**src/rtl/xprof_pkg.sv**
```systemverilog
package xprof_pkg;
    localparam int BYTE_W   = 8;
    localparam int IDX_W    = 8;
    localparam int PROF_LEN = 35;

    localparam logic [IDX_W-1:0] IX_SIG0   = 8'd176;
    localparam logic [IDX_W-1:0] IX_SIG1   = 8'd177;
    localparam logic [IDX_W-1:0] IX_CFG    = 8'd178;
    localparam logic [IDX_W-1:0] IX_VER    = 8'd179;
    localparam logic [IDX_W-1:0] IX_TB1N   = 8'd180;
    localparam logic [IDX_W-1:0] IX_TB1D   = 8'd181;
    localparam logic [IDX_W-1:0] IX_TB2N   = 8'd182;
    localparam logic [IDX_W-1:0] IX_TB2D   = 8'd183;
    localparam logic [IDX_W-1:0] IX_HPAD   = 8'd184;
    localparam logic [IDX_W-1:0] P1_START  = 8'd185;
    localparam logic [IDX_W-1:0] P2_START  = 8'd220;

    localparam logic [BYTE_W-1:0] SIG0_VAL = 8'h0C;
    localparam logic [BYTE_W-1:0] SIG1_VAL = 8'h4A;

    // offsets inside one profile
    localparam int OF_VOLT   = 0;
    localparam int OF_CL_HI  = 4;
    localparam int OF_HINIB  = 9;
    localparam int OF_RAS_LO = 10;
    localparam int OF_RC_LO  = 11;
    localparam int OF_REFI_L = 12;
    localparam int OF_REFI_H = 13;
    localparam int OF_RFC_L  = 14;
    localparam int OF_RFC_H  = 15;
    localparam int OF_FAW_H  = 18;
    localparam int OF_FAW_L  = 19;
    localparam int OF_TA_A   = 21;
    localparam int OF_TA_B   = 22;
    localparam int OF_PAD_LO = 25;
    localparam int OF_PAD_HI = 33;

    typedef struct packed {
        logic [BYTE_W-1:0] sig0;
        logic [BYTE_W-1:0] sig1;
        logic [BYTE_W-1:0] cfg;
        logic [BYTE_W-1:0] ver;
        logic [BYTE_W-1:0] tb1n;
        logic [BYTE_W-1:0] tb1d;
        logic [BYTE_W-1:0] tb2n;
        logic [BYTE_W-1:0] tb2d;
    } hdr_raw_t;

    typedef struct packed {
        logic [BYTE_W-1:0] hinib;
        logic [BYTE_W-1:0] ras_lo;
        logic [BYTE_W-1:0] rc_lo;
        logic [BYTE_W-1:0] refi_lo;
        logic [BYTE_W-1:0] refi_hi;
        logic [BYTE_W-1:0] rfc_lo;
        logic [BYTE_W-1:0] rfc_hi;
        logic [BYTE_W-1:0] faw_hi;
        logic [BYTE_W-1:0] faw_lo;
        logic [BYTE_W-1:0] ta_a;
        logic [BYTE_W-1:0] ta_b;
    } prof_raw_t;

    typedef struct packed {
        logic [11:0] ras;
        logic [11:0] rc;
        logic [15:0] refi;
        logic [15:0] rfc;
        logic [11:0] faw;
        logic [3:0]  wr2rd;
        logic [3:0]  rd2wr;
        logic [3:0]  b2b;
    } timing_t;

    // 3-bit magnitude with sign above: 1 = push-out (+), 0 = pull-in (-)
    function automatic logic [3:0] sign_mag(input logic [3:0] f);
        logic [3:0] m;
        m = {1'b0, f[2:0]};
        return f[3] ? m : (4'd0 - m);
    endfunction

    function automatic logic [2:0] dpc_count(input logic [1:0] code);
        return {1'b0, code} + 3'd1;
    endfunction
endpackage

```
**src/rtl/xprof_hdr_capture.sv**
```systemverilog
module xprof_hdr_capture
    import xprof_pkg::*;
(
    input  logic              clk,
    input  logic              rst,
    input  logic              clear,
    input  logic              byte_valid,
    input  logic [IDX_W-1:0]  byte_idx,
    input  logic [BYTE_W-1:0] byte_data,
    output hdr_raw_t          hdr_q,
    output logic              rsv_hit
);
    always_ff @(posedge clk) begin
        if (rst || clear) begin
            hdr_q <= '0;
        end else if (byte_valid) begin
            case (byte_idx)
                IX_SIG0: hdr_q.sig0 <= byte_data;
                IX_SIG1: hdr_q.sig1 <= byte_data;
                IX_CFG:  hdr_q.cfg  <= byte_data;
                IX_VER:  hdr_q.ver  <= byte_data;
                IX_TB1N: hdr_q.tb1n <= byte_data;
                IX_TB1D: hdr_q.tb1d <= byte_data;
                IX_TB2N: hdr_q.tb2n <= byte_data;
                IX_TB2D: hdr_q.tb2d <= byte_data;
                default: ;
            endcase
        end
    end

    always_comb begin
        rsv_hit = 1'b0;
        if (byte_valid && !clear) begin
            if (byte_idx == IX_CFG && byte_data[7:6] != 2'b00) rsv_hit = 1'b1;
            if (byte_idx == IX_HPAD && byte_data != '0)        rsv_hit = 1'b1;
        end
    end
endmodule

```
**src/rtl/xprof_prof_capture.sv**
```systemverilog
module xprof_prof_capture
    import xprof_pkg::*;
#(
    parameter logic [IDX_W-1:0] BASE_A = P1_START,
    parameter logic [IDX_W-1:0] BASE_B = P2_START
) (
    input  logic              clk,
    input  logic              rst,
    input  logic              clear,
    input  logic              sel_prof,
    input  logic              byte_valid,
    input  logic [IDX_W-1:0]  byte_idx,
    input  logic [BYTE_W-1:0] byte_data,
    output logic              sel_q,
    output prof_raw_t         prof_q,
    output logic              rsv_hit
);
    localparam int OFF_W = IDX_W;

    logic [IDX_W-1:0] base;
    logic [OFF_W-1:0] off;
    logic             in_rng;

    always_comb begin
        base   = sel_q ? BASE_B : BASE_A;
        off    = byte_idx - base;
        in_rng = byte_valid && !clear && (byte_idx >= base)
                 && (off < OFF_W'(PROF_LEN));
    end

    always_ff @(posedge clk) begin
        if (rst) begin
            sel_q  <= 1'b0;
            prof_q <= '0;
        end else if (clear) begin
            sel_q  <= sel_prof;
            prof_q <= '0;
        end else if (in_rng) begin
            case (int'(off))
                OF_HINIB:  prof_q.hinib   <= byte_data;
                OF_RAS_LO: prof_q.ras_lo  <= byte_data;
                OF_RC_LO:  prof_q.rc_lo   <= byte_data;
                OF_REFI_L: prof_q.refi_lo <= byte_data;
                OF_REFI_H: prof_q.refi_hi <= byte_data;
                OF_RFC_L:  prof_q.rfc_lo  <= byte_data;
                OF_RFC_H:  prof_q.rfc_hi  <= byte_data;
                OF_FAW_H:  prof_q.faw_hi  <= byte_data;
                OF_FAW_L:  prof_q.faw_lo  <= byte_data;
                OF_TA_A:   prof_q.ta_a    <= byte_data;
                OF_TA_B:   prof_q.ta_b    <= byte_data;
                default: ;
            endcase
        end
    end

    always_comb begin
        rsv_hit = 1'b0;
        if (in_rng) begin
            if ((int'(off) == OF_VOLT || int'(off) == OF_CL_HI) && byte_data[7])
                rsv_hit = 1'b1;
            if ((int'(off) == OF_FAW_H || int'(off) == OF_TA_B) && byte_data[7:4] != 4'd0)
                rsv_hit = 1'b1;
            if (int'(off) >= OF_PAD_LO && int'(off) <= OF_PAD_HI && byte_data != '0)
                rsv_hit = 1'b1;
        end
    end
endmodule

```
**src/rtl/xprof_assemble.sv**
```systemverilog
module xprof_assemble
    import xprof_pkg::*;
(
    input  prof_raw_t raw,
    input  logic      block,
    output timing_t   tim
);
    timing_t t;

    always_comb begin
        t.ras   = {raw.hinib[3:0], raw.ras_lo};
        t.rc    = {raw.hinib[7:4], raw.rc_lo};
        t.refi  = {raw.refi_hi, raw.refi_lo};
        t.rfc   = {raw.rfc_hi, raw.rfc_lo};
        t.faw   = {raw.faw_hi[3:0], raw.faw_lo};
        t.wr2rd = sign_mag(raw.ta_a[3:0]);
        t.rd2wr = sign_mag(raw.ta_a[7:4]);
        t.b2b   = sign_mag(raw.ta_b[3:0]);
        tim     = block ? '0 : t;
    end
endmodule

```
**src/rtl/xprof_decoder.sv**
```systemverilog
module xprof_decoder
    import xprof_pkg::*;
#(
    parameter logic [IDX_W-1:0] PROF1_BASE = P1_START,
    parameter logic [IDX_W-1:0] PROF2_BASE = P2_START
) (
    input  logic        clk,
    input  logic        rst,
    input  logic        clear,
    input  logic        sel_prof,
    input  logic        byte_valid,
    input  logic [7:0]  byte_idx,
    input  logic [7:0]  byte_data,
    output logic        hdr_ok,
    output logic [1:0]  prof_enable,
    output logic [2:0]  prof1_dpc,
    output logic [2:0]  prof2_dpc,
    output logic [3:0]  ver_major,
    output logic [3:0]  ver_minor,
    output logic [7:0]  tb1_num,
    output logic [7:0]  tb1_den,
    output logic [7:0]  tb2_num,
    output logic [7:0]  tb2_den,
    output logic        profile_error,
    output logic        reserved_violation,
    output logic [11:0] t_ras,
    output logic [11:0] t_rc,
    output logic [15:0] t_refi,
    output logic [15:0] t_rfc,
    output logic [11:0] t_faw,
    output logic [3:0]  adj_wr2rd,
    output logic [3:0]  adj_rd2wr,
    output logic [3:0]  adj_b2b
);
    hdr_raw_t  hdr_q;
    prof_raw_t prof_q;
    timing_t   tim;
    logic      sel_q;
    logic      hdr_rsv, prof_rsv;
    logic      rsv_q;

    xprof_hdr_capture u_hdr (
        .clk(clk), .rst(rst), .clear(clear),
        .byte_valid(byte_valid), .byte_idx(byte_idx), .byte_data(byte_data),
        .hdr_q(hdr_q), .rsv_hit(hdr_rsv)
    );

    xprof_prof_capture #(.BASE_A(PROF1_BASE), .BASE_B(PROF2_BASE)) u_prof (
        .clk(clk), .rst(rst), .clear(clear), .sel_prof(sel_prof),
        .byte_valid(byte_valid), .byte_idx(byte_idx), .byte_data(byte_data),
        .sel_q(sel_q), .prof_q(prof_q), .rsv_hit(prof_rsv)
    );

    always_ff @(posedge clk) begin
        if (rst || clear) rsv_q <= 1'b0;
        else if (hdr_rsv || prof_rsv) rsv_q <= 1'b1;
    end

    always_comb begin
        hdr_ok        = (hdr_q.sig0 == SIG0_VAL) && (hdr_q.sig1 == SIG1_VAL);
        prof_enable   = hdr_q.cfg[1:0];
        prof1_dpc     = dpc_count(hdr_q.cfg[3:2]);
        prof2_dpc     = dpc_count(hdr_q.cfg[5:4]);
        ver_major     = hdr_q.ver[7:4];
        ver_minor     = hdr_q.ver[3:0];
        tb1_num       = hdr_q.tb1n;
        tb1_den       = hdr_q.tb1d;
        tb2_num       = hdr_q.tb2n;
        tb2_den       = hdr_q.tb2d;
        profile_error = !hdr_ok || !prof_enable[sel_q];
        reserved_violation = rsv_q;
    end

    xprof_assemble u_asm (.raw(prof_q), .block(profile_error), .tim(tim));

    always_comb begin
        t_ras     = tim.ras;
        t_rc      = tim.rc;
        t_refi    = tim.refi;
        t_rfc     = tim.rfc;
        t_faw     = tim.faw;
        adj_wr2rd = tim.wr2rd;
        adj_rd2wr = tim.rd2wr;
        adj_b2b   = tim.b2b;
    end
endmodule

```
**config.mk**
```make
export PLATFORM = sky130hd
export DESIGN_NAME = xprof_decoder
export DESIGN_NICKNAME = d
export VERILOG_FILES = /design/src/rtl/xprof_pkg.sv /design/src/rtl/xprof_hdr_capture.sv /design/src/rtl/xprof_prof_capture.sv /design/src/rtl/xprof_assemble.sv /design/src/rtl/xprof_decoder.sv
export SDC_FILE = /design/constraint.sdc
export NUM_CORES = 1
export LEC_CHECK = 0
export BUFFER_PORTS_ARGS = -buffer_cell sky130_fd_sc_hd__buf_4
export CAP_MARGIN = 30
export CORE_MARGIN = 4
export CORE_UTILIZATION = 55
export DETAILED_ROUTE_END_ITERATION = 12
export GPL_ROUTABILITY_DRIVEN = 0
export PLACE_DENSITY = 0.81
export SYNTH_ARGS = -nofsm -noshare
export SYNTH_HDL_FRONTEND = slang
export SYNTH_SLANG_ARGS = --single-unit
```
**constraint.sdc**
```tcl
create_clock -name clk -period 2.8 [get_ports clk]
set_input_delay 0.56 -clock clk [delete_from_list [all_inputs] [get_ports clk]]
set_output_delay 0.56 -clock clk [all_outputs]
set_load 0.01 [all_outputs]
```
; ---- Word level (Yosys, flattened, before mapping)
; Index checks and enable logic that the tools add are counted.
[classes]
addsub = 6
magnitude_cmp = 5
n_eq_ne = 25
n_mux = 14
reduce_logical = 42
[ops]
columns = op, count
row1 = $mux W80, 1
row2 = $eq A8 B4 Y1 const B, 9
row3 = $eq A8 B8 Y1 const B, 9
row4 = $reduce_and A2 Y1, 19
row5 = $eq A8 B5 Y1 const B, 4
row6 = $eq A8 B6 Y1 const B, 2
row7 = $mux W4, 3
row8 = $sub A1 B3 Y4 const A, 3
row9 = $logic_and A1 B1 Y1, 10
row10 = $mux W1, 9
row11 = $eq A8 B7 Y1 const B, 1
row12 = $ge A8 B5 Y1 const B, 1
row13 = $ge A8 B8 Y1, 1
row14 = $le A8 B6 Y1 const B, 1
row15 = $logic_not A8 Y1, 1
row16 = $lt A8 B6 Y1 const B, 1
row17 = $reduce_bool A8 Y1, 1
row18 = $sub A8 B8 Y8, 1
row19 = $mux W7, 1
row20 = $add A2 B1 Y3 const B, 2
row21 = $logic_or A1 B1 Y1, 5
row22 = $reduce_bool A4 Y1, 1
row23 = $logic_not A1 Y1, 3
row24 = $lt A1 B2 Y1 const B, 1
row25 = other kinds (2), 2
[totals]
regBits = 144
in_bits = 21
output_inout_bits = 131
word_cells = 113

; ---- Longest topological paths before layout
[depth]
ltp_word = 10
ltp_mapped = 11
ltp_nobuf = 9

; ---- By module
; From an unflattened synthesis, not the netlist that was laid out.
[unflattened]
hier_cells = 738
area_unflattened_um2 = 7043.0
[modules_own_cells]
columns = mod, instances, cells_per_inst, area_each_um2, seq_area_each_um2
row1 = xprof_prof_capture, 1, 380, 3766.1, 1781.7
row2 = xprof_hdr_capture, 1, 234, 2453.6, 1281.2
row3 = xprof_assemble, 1, 110, 679.4, 0.0
row4 = xprof_decoder, 1, 14, 143.9, 20.0

; ---- Least setup slack after synthesis
; OpenSTA, ideal clock, no wires.
[synth_path]
kind = input-to-reg
start = input port byte_idx[0]
end = register, netlist name u_prof.prof_q[67]
setup_time_ns = 0.132
t_arrival_ns = 2.404
required_time_ns = 2.668
slack_ns = 0.263
path_stages = 10
n_path_buf = 1
cell_sequence = inv_1 > ha_1 > ha_1 > and2b_1 > o21ai_2 > xnor2_1 > buf_4 > nor4_4 > nand4_4 > mux2i_1
[synth_between]
elab_chain_cells = 4
elab_cells_between_ends = 7
classes_between = 1 x add/sub / 2 x order compare / 1 x eq/ne / 3 x reduce/logical
[synth_lines]
columns = element, line
row1 = start: declaration, xprof_decoder.sv:12  ; input logic [7:0] byte_idx,
row2 = $sub A8 B8 Y8 / $ge A8 B8 Y1 (equally long branches), "xprof_prof_capture.sv:26, xprof_prof_capture.sv:27"
row3 = $lt A8 B6 Y1 / $logic_and A1 B1 Y1 (equally long branches), "xprof_prof_capture.sv:28, xprof_prof_capture.sv:27"
row4 = $logic_and A1 B1 Y1, xprof_prof_capture.sv:28  ; && (off < OFF_W'(PROF_LEN));
row5 = $reduce_and A2 Y1 (no line) *, --
; Mark *: on every way between the ends. The rest lies on a longest branch, timed or not.
; A chain may end at the register's enable or synchronous reset.

; ---- Worst setup path in the final report
[layout_path]
start = register, netlist name u_hdr.hdr_q[59]
end = output port t_refi[1]
[layout_between]
elab_chain_cells = 5
[layout_lines]
columns = element, line
row1 = $eq A8 B4 Y1, xprof_decoder.sv:60  ; hdr_ok = (hdr_q.sig0 == SIG0_VAL) && (hdr_q.sig1 == SIG1_VAL);
row2 = $logic_and A1 B1 Y1, xprof_decoder.sv:60
row3 = $logic_not A1 Y1, xprof_decoder.sv:70  ; profile_error = !hdr_ok || !prof_enable[sel_q];
row4 = $logic_or A1 B1 Y1, xprof_decoder.sv:70
row5 = $mux W80, xprof_assemble.sv:19  ; tim = block ? '0 : t;
row6 = end: declaration, xprof_decoder.sv:28  ; output logic [15:0] t_refi,
; Every way passes these cells.

==> results.md <==
* Cell area after synthesis at between 7000 and 8000 um^2
* Syn nets at 787
* Clk buf depth at 2
* Most frequent CP cell: buf_4
* Final net count at approximately 900
* First-pass DRT Iterations at 7
* Root buf cell: clkbuf_16
* Peak supply drop at 0.000433 V
* GRT overflow at 0
* Critical path type: flop to output port
* DR WL/cell at 18.0 um
* CTS tree: yes
* WL met1 at about 8000 um
* Wire length on met3 at 1020 um
* GRT Total Usage at 25.3%
* CTS H-Tree Depth at 4
* Row count at 40
* Synth Register Bits at 144
* Fraction of layout cells with a size suffix above 1 at 28.5%
* Via count at 5677
* Num ports at 152
* Upper clock frequency limit at about 370 MHz
* Core area at ~12000 um^2
* Iter 0 DRT Violations at 310
* DRC Markers at 0
* I/O Buffers at 151
* Worst hold path type: input pin to flop
* EDFF count, synth at 0
* Top cell type's share of synthesized area at 41.2%
* Fin crit period at 2.72 ns
* Die Area at about 15000 um^2
* YS warnings at 0
* Ys flop type: dfxtp_1
* Crit path arrival time at around 2.2 ns
* Pin count of the biggest net entering global routing at 63
* Slew margin rel. at about 56%
* Vias in the first global route at 5699
* DIE WIDTH at ~120 um
* Num CTS Buffers at 17
* Uppermost routed layer: met4
* Crit-path cells: nor4bb_2 > nand4_1 > nor2_4 > buf_12 > buf_4 > buf_6 > and2_1 > buf_4
* Die Y at 121 um
* R2R setup slack at 0.18 ns
* Type of origin of the critical path: flop
* First-pass GRT wire length at 29300 um
* Setup violations, final at 0
* Avg Cell Area, Syn at 9.26 um^2
* P&R area growth vs syn at 25.3%
* N_diodes at 0
* Clock Skews at 0.00764 ns
* Hold WS at between 0.3 and 0.4 ns
* Placed cell count at between 1000 and 1500
* Hold_buf cts at 0
* Initial Util at 57.1%
* Asr flop ratio synth at 0%
* Met2 routed wirelength at 9620 um
* Slew @ Worst Pin at 0.659 ns
* Crit. End Element: output port
* Synth cell types at 59
* Sink Count at 144
* Slowest Stage Delay on Critical Path at around 0.33 ns
* DPL Wire Length at 12700 um
* Final WL at 18800 um
* Hold violation count in the final report at 0
* Via density at ~5.4
* PwrDens at around 530 nW/um^2
* Final cell count without fillers at 1046
* Maximum fanout along the worst path at 19
* Initial antenna violation count at 0
* Dominant cell type by area after synthesis: dfxtp_1
* Max-slew violation count at 0
* Final critical-path share of the clock period at a little over nine tenths
* Register area share after synthesis at 41.2%
* Status: finished, final reports clean
* Latest clock arrival within the worst-skew pair at approximately 0.41 ns
* Required @ worst endpoint at about 2.2 ns
* Slowest cell on crit path: dfxtp_1
* Top post-synthesis cells by area: dfxtp_1, mux2i_1, and2_1
* Post-route ant nets at 0
* Reg clk slew, reported paths at 0.06 ns
* Max-Cap Viols at 0
* Syn Inst Count at 756
* Leakage power at between 3 and 4 nW
* Design Power at around 4.7 mW
power by group:
group | total [mW] | internal [mW] | switching (mW)
registers | 2.05 | 2.05 | 0.00221
clock network | 2.28 | 1.44 | 0.838
logic | 0.353 | 0.120 | 0.233
total | 4.69 | 3.62 | 1.07
cell usage in the layout (no fill, tap or decap), types with 5 or more instances in the layout:
| cell type | n |
|---|---|
| xnor2_1 | 5 |
| nor4_1 | 5 |
| o21ai_0 | 5 |
| dfxtp_1 | 143 |
| nor3_1 | 11 |
| nand3_1 | 6 |
| inv_1 | 13 |
| nand4_4 | 5 |
| and2_1 | 69 |
| clkbuf_16 | 17 |
| mux2i_1 | 147 |
| buf_4 | 173 |
| ha_1 | 10 |
| nor2_1 | 84 |
| nand2_1 | 98 |
worst max-delay path: cells and delay by family, from the launching register on:
family | cells | cell delay (ns)
buf+inv | 4 | 0.57
flops | 1 | 0.33
simple gates | 4 | 0.84
routing by layer:
layer | vias to the layer above | GRT usage, %
met2 | 177 | 44.6
met4 | 0 | 8.50
li1 | 2704 | -
met1 | 2760 | 30.5
met3 | 36 | 5.64
met5 | - | 0
Yosys cell counts, types with 2 or more instances:
cell / instances
and2_1: 69
buf_1: 2
buf_4: 46
clkbuf_1: 37
dfxtp_1: 144
ha_1: 10
inv_1: 14
mux2i_1: 148
nand2_1: 98
nand3_1: 6
nand3b_1: 2
nand4_1: 3
nand4_2: 7
nand4_4: 2
nor2_1: 86
nor2_2: 5
nor2b_1: 2
nor3_1: 14
nor3_4: 2
nor3b_1: 2
nor4_1: 6
o21ai_0: 5
or2_2: 2
or3_1: 3
xnor2_1: 5
xor2_1: 3
registers in the layout (all words and copies together) (netlist names):
register / count
reserved_violation: 1
u_prof.prof_q: 80
u_hdr.hdr_q: 62
u_prof.sel_q: 1
what timing repair did:
action,4_1_cts,5_1_grt
pin swaps,2,4
cloned,1,1
resized for setup,2,18
endpoints found under the setup margin,64,91
setup buffers,3,2
cell families after synthesis:
kind of cell | Yosys count | synth area share (%)
simple gates | 323 | 24.0
mux | 148 | 21.2
flops | 144 | 41.2
buf+inv | 102 | 8.20
compound gates | 20 | 2.27
fa+ha+maj | 10 | 1.79
xor+xnor | 9 | 1.39
worst paths after layout:
check,start,to,depth (start not counted)
hold / removal,rst,u_prof.sel_q$_SDFFE_PP0P_,2
setup reg to reg,u_prof.sel_q$_SDFFE_PP0P_,u_prof.prof_q[69]$_SDFFE_PP0P_,10
setup / recovery,u_hdr.hdr_q[59]$_SDFFE_PP0P_,t_refi[1],8
hold reg to reg,u_prof.prof_q[43]$_SDFFE_PP0P_,u_prof.prof_q[43]$_SDFFE_PP0P_,2
final cells by class:
| class | instances | area, um^2 |
|---|---|---|
| multi-input combinational | 511 | 3660 |
| fill | 879 | 3490 |
| sequential | 144 | 2880 |
| timing repair buffer | 177 | 1360 |
| clock buffer | 22 | 464 |
| tap | 168 | 210 |
| clock inverter | 9 | 133 |
| inverter | 14 | 56.3 |
| timing repair inverter | 1 | 5.00 |
metrics by stage:
step	area, um^2	setup slack, ns	TNS [ns]	utilization (%)
5_1_grt	8770	-0.0635	-0.349	71.6
3_3_place_gp	8010	0.0483	0	65.3
3_5_place_dp	8010	-0.0525	-0.323	65.3
6_report	8770	0.0818	0	71.6
4_1_cts	8660	0.0129	0	70.6
2_1_floorplan	7000	0.263	0	-
Note: power is estimated with default switching activity, not from simulation.
